==> config.mk <==
export PLATFORM = sky130hd
export DESIGN_NAME = pipe_adc_corrector
export DESIGN_NICKNAME = d
export VERILOG_FILES = /design/src/rtl/adc_corr_pkg.sv /design/src/rtl/stage_align.sv /design/src/rtl/overlap_combiner.sv /design/src/rtl/out_stage.sv /design/src/rtl/pipe_adc_corrector.sv
export SDC_FILE = /design/constraint.sdc
export NUM_CORES = 1
export LEC_CHECK = 0
export ABC_AREA = 1
export BUFFER_PORTS_ARGS = -buffer_cell sky130_fd_sc_hd__buf_2
export CORE_AREA = 2 2 78 65
export DETAILED_ROUTE_END_ITERATION = 7
export DIE_AREA = 0 0 80 67
export PLACE_DENSITY = 0.51
export SETUP_SLACK_MARGIN = 0.5
export SLEW_MARGIN = 20
export SYNTH_ARGS = -nofsm -noshare
export SYNTH_HDL_FRONTEND = slang
export SYNTH_SLANG_ARGS = --single-unit
==> constraint.sdc <==
create_clock -name clk -period 0.9 [get_ports clk]
set_input_delay 0.18 -clock clk [delete_from_list [all_inputs] [get_ports clk]]
set_output_delay 0.18 -clock clk [all_outputs]
set_load 0.03 [all_outputs]
==> src/rtl/adc_corr_pkg.sv <==
package adc_corr_pkg;
  // default code widths of the three pipeline stages and the result
  localparam int unsigned ST1_W_DEF = 3;
  localparam int unsigned ST2_W_DEF = 3;
  localparam int unsigned ST3_W_DEF = 4;
  localparam int unsigned OUT_W_DEF = 8;
endpackage

==> src/rtl/stage_align.sv <==
module stage_align #(
  parameter int unsigned ST1_W = 3,
  parameter int unsigned ST2_W = 3,
  parameter int unsigned ST3_W = 4
) (
  input  logic             clk,
  input  logic             rst_n,
  input  logic [ST1_W-1:0] st1_code,
  input  logic             st1_valid,
  input  logic [ST2_W-1:0] st2_code,
  input  logic             st2_valid,
  input  logic [ST3_W-1:0] st3_code,
  output logic [ST1_W-1:0] al1,
  output logic [ST2_W-1:0] al2,
  output logic [ST3_W-1:0] al3,
  output logic             al_valid
);
  logic [ST1_W-1:0] s1_q, s1_d;
  logic             v1_q, v1_d;
  logic [ST2_W-1:0] s2_q, s2_d;
  logic [ST1_W-1:0] a1_d;
  logic [ST2_W-1:0] a2_d;
  logic [ST3_W-1:0] a3_d;
  logic             av_d;

  always_comb begin
    s1_d = st1_valid ? st1_code : s1_q;
    v1_d = st1_valid;
    s2_d = st2_valid ? st2_code : s2_q;
    a1_d = v1_q ? s1_q     : al1;
    a2_d = v1_q ? s2_q     : al2;
    a3_d = v1_q ? st3_code : al3;
    av_d = v1_q;
  end

  // rising edge: stage-1 capture and alignment of all three codes
  always_ff @(posedge clk or negedge rst_n) begin
    if (!rst_n) begin
      s1_q     <= '0;
      v1_q     <= 1'b0;
      al1      <= '0;
      al2      <= '0;
      al3      <= '0;
      al_valid <= 1'b0;
    end else begin
      s1_q     <= s1_d;
      v1_q     <= v1_d;
      al1      <= a1_d;
      al2      <= a2_d;
      al3      <= a3_d;
      al_valid <= av_d;
    end
  end

  // falling edge: stage-2 capture, half a cycle after stage 1
  always_ff @(negedge clk or negedge rst_n) begin
    if (!rst_n) s2_q <= '0;
    else        s2_q <= s2_d;
  end


  r1_stage_chk: assert property (@(posedge clk) disable iff (!rst_n)
    v1_q |=> (al_valid && al1 == $past(s1_q) && al3 == $past(st3_code)));

  r9_half_chk: assert property (@(posedge clk) disable iff (!rst_n)
    v1_q |=> (al2 == $past(s2_q)));
endmodule

==> src/rtl/overlap_combiner.sv <==
module overlap_combiner #(
  parameter int unsigned ST1_W = 3,
  parameter int unsigned ST2_W = 3,
  parameter int unsigned ST3_W = 4,
  parameter int unsigned OUT_W = 8
) (
  input  logic [ST1_W-1:0] al1,
  input  logic [ST2_W-1:0] al2,
  input  logic [ST3_W-1:0] al3,
  output logic [OUT_W-1:0] merged
);
  localparam int unsigned SH2    = ST3_W - 1;
  localparam int unsigned SH1    = SH2 + ST2_W - 1;
  localparam int unsigned OFFSET = (1 << SH1) + (1 << (SH2 - 1));
  localparam int unsigned SUM_W  = OUT_W + 2;

  logic [SUM_W-1:0] w1, w2, w3, acc;

  always_comb begin
    w1  = SUM_W'(al1) << SH1;
    w2  = SUM_W'(al2) << SH2;
    w3  = SUM_W'(al3);
    acc = w1 + w2 + w3 - SUM_W'(OFFSET);
    if (acc[SUM_W-1])
      merged = '0;
    else if (acc[SUM_W-2:OUT_W] != '0)
      merged = '1;
    else
      merged = acc[OUT_W-1:0];
  end
endmodule

==> src/rtl/out_stage.sv <==
module out_stage #(
  parameter int unsigned OUT_W = 8
) (
  input  logic             clk,
  input  logic             rst_n,
  input  logic             ld,
  input  logic [OUT_W-1:0] d,
  input  logic             oe,
  output logic [OUT_W-1:0] dout,
  output logic [OUT_W-1:0] dout_drive
);
  logic [OUT_W-1:0] q, q_d;

  always_comb q_d = ld ? d : q;

  always_ff @(posedge clk or negedge rst_n) begin
    if (!rst_n) q <= '0;
    else        q <= q_d;
  end

  assign dout       = oe ? q : '0;
  assign dout_drive = {OUT_W{oe}};


  r5_load_chk: assert property (@(posedge clk) disable iff (!rst_n)
    ld |=> (q == $past(d)));

  r6_hold_chk: assert property (@(posedge clk) disable iff (!rst_n)
    !ld |=> $stable(q));

  r7_release_chk: assert property (@(posedge clk) disable iff (!rst_n)
    !oe |-> (dout == '0 && dout_drive == '0));
endmodule

==> src/rtl/pipe_adc_corrector.sv <==
module pipe_adc_corrector
  import adc_corr_pkg::*;
#(
  parameter int unsigned ST1_W = ST1_W_DEF,
  parameter int unsigned ST2_W = ST2_W_DEF,
  parameter int unsigned ST3_W = ST3_W_DEF,
  parameter int unsigned OUT_W = OUT_W_DEF
) (
  input  logic             clk,
  input  logic             rst_n,
  input  logic [ST1_W-1:0] st1_code,
  input  logic             st1_valid,
  input  logic [ST2_W-1:0] st2_code,
  input  logic             st2_valid,
  input  logic [ST3_W-1:0] st3_code,
  input  logic             oe,
  output logic [OUT_W-1:0] dout,
  output logic [OUT_W-1:0] dout_drive
);
  logic [1:0]       rst_sync;
  logic             rst_int_n;
  logic [ST1_W-1:0] al1;
  logic [ST2_W-1:0] al2;
  logic [ST3_W-1:0] al3;
  logic             al_valid;
  logic [OUT_W-1:0] merged;

  // asynchronous assertion, synchronous release
  always_ff @(posedge clk or negedge rst_n) begin
    if (!rst_n) rst_sync <= '0;
    else        rst_sync <= {rst_sync[0], 1'b1};
  end
  assign rst_int_n = rst_sync[1];

  stage_align #(.ST1_W(ST1_W), .ST2_W(ST2_W), .ST3_W(ST3_W)) u_align (
    .clk(clk), .rst_n(rst_int_n),
    .st1_code(st1_code), .st1_valid(st1_valid),
    .st2_code(st2_code), .st2_valid(st2_valid),
    .st3_code(st3_code),
    .al1(al1), .al2(al2), .al3(al3), .al_valid(al_valid)
  );

  overlap_combiner #(.ST1_W(ST1_W), .ST2_W(ST2_W), .ST3_W(ST3_W), .OUT_W(OUT_W)) u_comb (
    .al1(al1), .al2(al2), .al3(al3), .merged(merged)
  );

  out_stage #(.OUT_W(OUT_W)) u_out (
    .clk(clk), .rst_n(rst_int_n), .ld(al_valid), .d(merged), .oe(oe),
    .dout(dout), .dout_drive(dout_drive)
  );


  r5_path_chk: assert property (@(posedge clk) disable iff (!rst_int_n)
    st1_valid |=> ##1 al_valid);
endmodule

# Word-level counts from Yosys, hierarchy flattened
# Index checks and enable logic that the tools add are counted.
# totals
regBits,28
inputBits,15
output_inout_bits,16
wordCells,15
# op_classes
addsub,3
mux,3
# ops
cell,count
$mux 8,3
$add 10x4->10,1
$sub 10x6->10 const B,1
$add 8x6->9,1

# Logic depth before layout (Yosys ltp)
# logic_depth
ltp_word,5
depth_mapped,15

# By module
# From an unflattened synthesis, not the netlist that was laid out.
# hier_totals
hier_cells,204
area_unflattened_um2,1572.8
# by_module_without_submodules
module,instances,cells_each,area_per_inst_um2
stage_align,1,70,653.1
overlap_combiner,1,72,435.4
out_stage,1,59,430.4
pipe_adc_corrector,1,3,53.8

==> results_dict.tcl <==
set metrics [dict create \
    synth_seq_cells 28 \
    clk_latency_ns 0.28 \
    finalSetupViolCount 22 \
    core_sq_um 4514 \
    critPathCaptureType "flop" \
    critPathMaxStageDelay_ns 0.39 \
    crit_chain "inv_2 -> ha_4 -> inv_4 -> ha_4 -> inv_2 -> fa_2 -> inv_2 -> nand3_2 -> a21oi_2 -> nand2_4 -> nand2_2 -> nand2_2 -> nand2_4 -> nand3_2 -> nand2_1" \
    leakage_uw 0.001370 \
    syn_area_per_cell_sq_um 8.500 \
    finalMaxSlewViolations 0 \
    violations "setup timing" \
    ant_nets 0 \
    die_w_um 80 \
    area_growth_syn_to_layout_pct 67.20 \
    crit_path_top_delay_cell "dfrtp_1" \
    skew_ns 0.008617 \
    die_area_sq_um 5360 \
    finalHoldViolCount 0 \
    worstPathRequired_ns 1.12 \
    htreeDepth 1 \
    start_util 0.3465 \
    yosys_warnings 0 \
    startpoint_type "flop" \
    nNetsFinal 281 \
    drc 0 \
    fin_ws_ns -1.176 \
    p_per_area_nw_per_um2 1888 \
    fillers 396 \
    met2_wirelength_um 1602 \
    fin_util 0.5793 \
    cts_buffer_depth 2 \
    grt.overflow.total 0 \
    port_buffers 30 \
    io_pins 31 \
    cts_buffers 3 \
    hpwl_um 2204 \
    dr.pass1.iters 4 \
    routed_wl_um 3256 \
    critical_path.max_fanout 8 \
    drt-met1-wl_um 1504 \
    antenna_cells 0 \
    critPathMostFrequentCell "inv_2" \
    antenna_found_initial 0 \
    fin_crit_ns 2.076 \
    status "complete, but fails checks" \
    clock-sinks 28 \
    power.total_uw 4936 \
    drt-initial-drc-count 27 \
    rsz0062_at_grt "yes" \
    yosysSeqAreaShare 0.4480 \
    gp_congestion 0.7253 \
    top_layer "met4" \
    wl_met3_um 129 \
    synthesis.nets 208 \
    regArea_sq_um 705.7 \
    fin_crit_sh 2.307 \
    num_rows 22 \
    clk_pin_slew_ns 0.10 \
    ir_drop_v 0.0009781 \
    synthCells 184 \
    fmax_mhz 481.7 \
    netlist_area_sq_um 1564 \
    grt_pass1_wl_um 5658 \
    via_per_inst 4.278 \
    drive_gt1_frac 0.5859 \
    max-cap-violations 0 \
    final_cell_area_sq_um 2615 \
    multiInputGateArea_sq_um 827.0 \
    die_h_um 67 \
    cts_tree "done" \
    grt_pass1_vias 1259 \
    wl_per_cell_um 10.30 \
    critPathArrivalTime_ns 2.30 \
    vias 1352 \
    worstSetupPathType "flop to flop" \
    ys_types 23 \
    grt_max_degree 17 \
    cts-root-buf "clkbuf_8" \
    hold_class "input pin to flop" \
    grt_usage 0.1363 \
    placement.cell_area_sq_um 1959 \
]
## where the power goes
part           total, uW  internal (uW)  leakage [uW]  switching [uW]
Combinational       2340           1170      0.000998            1170
Sequential          1600           1480      0.000336             126
Clock                995            596     0.0000357             399
Total               4940           3240       0.00137            1690
## synthesized netlist by cell type
master	count	share of area
conb_1	1	0.0024
o21ai_0	9	0.029
nor2_2	1	0.0040
nand2_4	3	0.022
nand2_2	7	0.028
ha_1	8	0.064
a21oi_1	4	0.013
nand3_1	22	0.070
inv_2	2	0.0048
nor2_1	3	0.0072
inv_1	29	0.070
clkinv_1	1	0.0024
fa_1	1	0.013
nand3_2	2	0.013
nand3_4	1	0.011
xor2_1	2	0.011
dfrtn_1	3	0.048
mux2_2	4	0.029
nand2_1	43	0.10
buf_4	9	0.043
clkbuf_1	3	0.0072
a21oi_2	1	0.0056
dfrtp_1	25	0.40
## sequential cells by signal, summed over array words and instances, names as in the netlist, 2 cells and up
signal	flops
u_out.q	8
u_align.al3	4
u_align.al1	3
u_align.al2	3
u_align.s1_q	3
u_align.s2_q	3
rst_sync	2
## worst max-delay path, delay by kind of cell, from the launching register on
kind                     cells  cell delay [ns]
AND/OR/NAND/NOR              7             0.53
AO/OA/AOI/OAI                1             0.19
flip-flops                   1             0.39
adder cells (fa/ha/maj)      3             0.68
buffers and inverters        4             0.22
## per-stage QoR
| stage | cells | TNS (ns) | hold slack [ns] | setup WS, ns |
|---|---|---|---|---|
| 2_1_floorplan | 184 | -9.180 | -0.1156 | -1.063 |
| 3_5_place_dp | 289 | -10.88 | -0.03115 | -1.213 |
| 4_1_cts | 306 | -11.29 | 0.06967 | -1.192 |
| 6_report | 316 | -11.51 | 0.07645 | -1.176 |
| 5_1_grt | 316 | -13.14 | 0.06489 | -1.334 |
| 3_3_place_gp | 289 | -10.22 | -0.03281 | -1.136 |
## cell usage in the layout, fill, tap and decap left out, drive strengths merged
cell / Yosys / routed
a21oi: 5 / 5
clkinv: 1 / 1
fa: 1 / 1
dlygate4sd3: 0 / 1
inv: 31 / 31
o21ai: 9 / 9
conb: 1 / 1
nand2: 53 / 53
nand3: 25 / 25
clkbuf: 3 / 4
xor2: 2 / 2
ha: 8 / 8
nor2: 4 / 4
mux2: 4 / 4
bufinv: 0 / 1
buf: 9 / 78
dfrtp: 25 / 25
dfrtn: 3 / 3
## area by class of cell
cell class	instances	share of cell area
Timing Repair Buffer	80	0.3110
Tap cell	60	0.02871
Sequential cell	28	0.2699
Inverter	32	0.04689
Clock inverter	1	0.01148
Clock buffer	3	0.01579
Multi-Input combinational cell	112	0.3163
## cell families (layout without fill, tap and decap cells)
group	after synthesis	count (layout)	synth area share
and+or+nand+nor	82	82	0.2584
buffers and inverters	44	116	0.1272
DFF	28	28	0.4480
AOI/OAI and AO/OA	14	14	0.04720
adders and majority gates	9	9	0.07680
muxes	4	4	0.02880
xor gates and xnor gates	2	2	0.01120
other	1	1	0.002398
## what timing repair did
item | 4_1_cts | 5_1_grt
gates resized for setup | 84 | 20
setup buffers | 9 | 9
hold buffers | 1 | 0
pin swaps | 12 | 11
gates cloned | 3 | 1
endpoints found under the setup margin | 63 | 68
endpoints found under the hold margin | 2 | 0
## worst paths after layout
check / startpoint / cells past startpoint / slack [ns] / endpoint
setup reg to reg: u_align.al3[3]$_DFFE_PN0P_ / 15 / -1.18 / u_out.q[2]$_DFFE_PN0P_
max in group asynchronous: rst_sync[1]$_DFF_PN0_ / 0 / 0.27 / u_align.s2_q[1]$_DFFE_NN0P_
hold / removal: st1_valid / 1 / 0.08 / u_align.av_d$_DFF_PN0_
setup / recovery: u_align.al3[3]$_DFFE_PN0P_ / 15 / -1.18 / u_out.q[2]$_DFFE_PN0P_
hold reg to reg: rst_sync[1]$_DFF_PN0_ / 1 / 0.27 / u_align.al2[2]$_DFFE_PN0P_
min in group asynchronous: rst_n / 2 / 0.25 / rst_sync[1]$_DFF_PN0_
## layer usage
| metal | GRT usage | vias up |
|---|---|---|
| li1 | - | 709 |
| met4 | 0.02542 | 0 |
| met5 | 0 | - |
| met1 | 0.1842 | 613 |
| met2 | 0.2240 | 28 |
| met3 | 0.03252 | 2 |
Power figures use the tool's default switching activity.
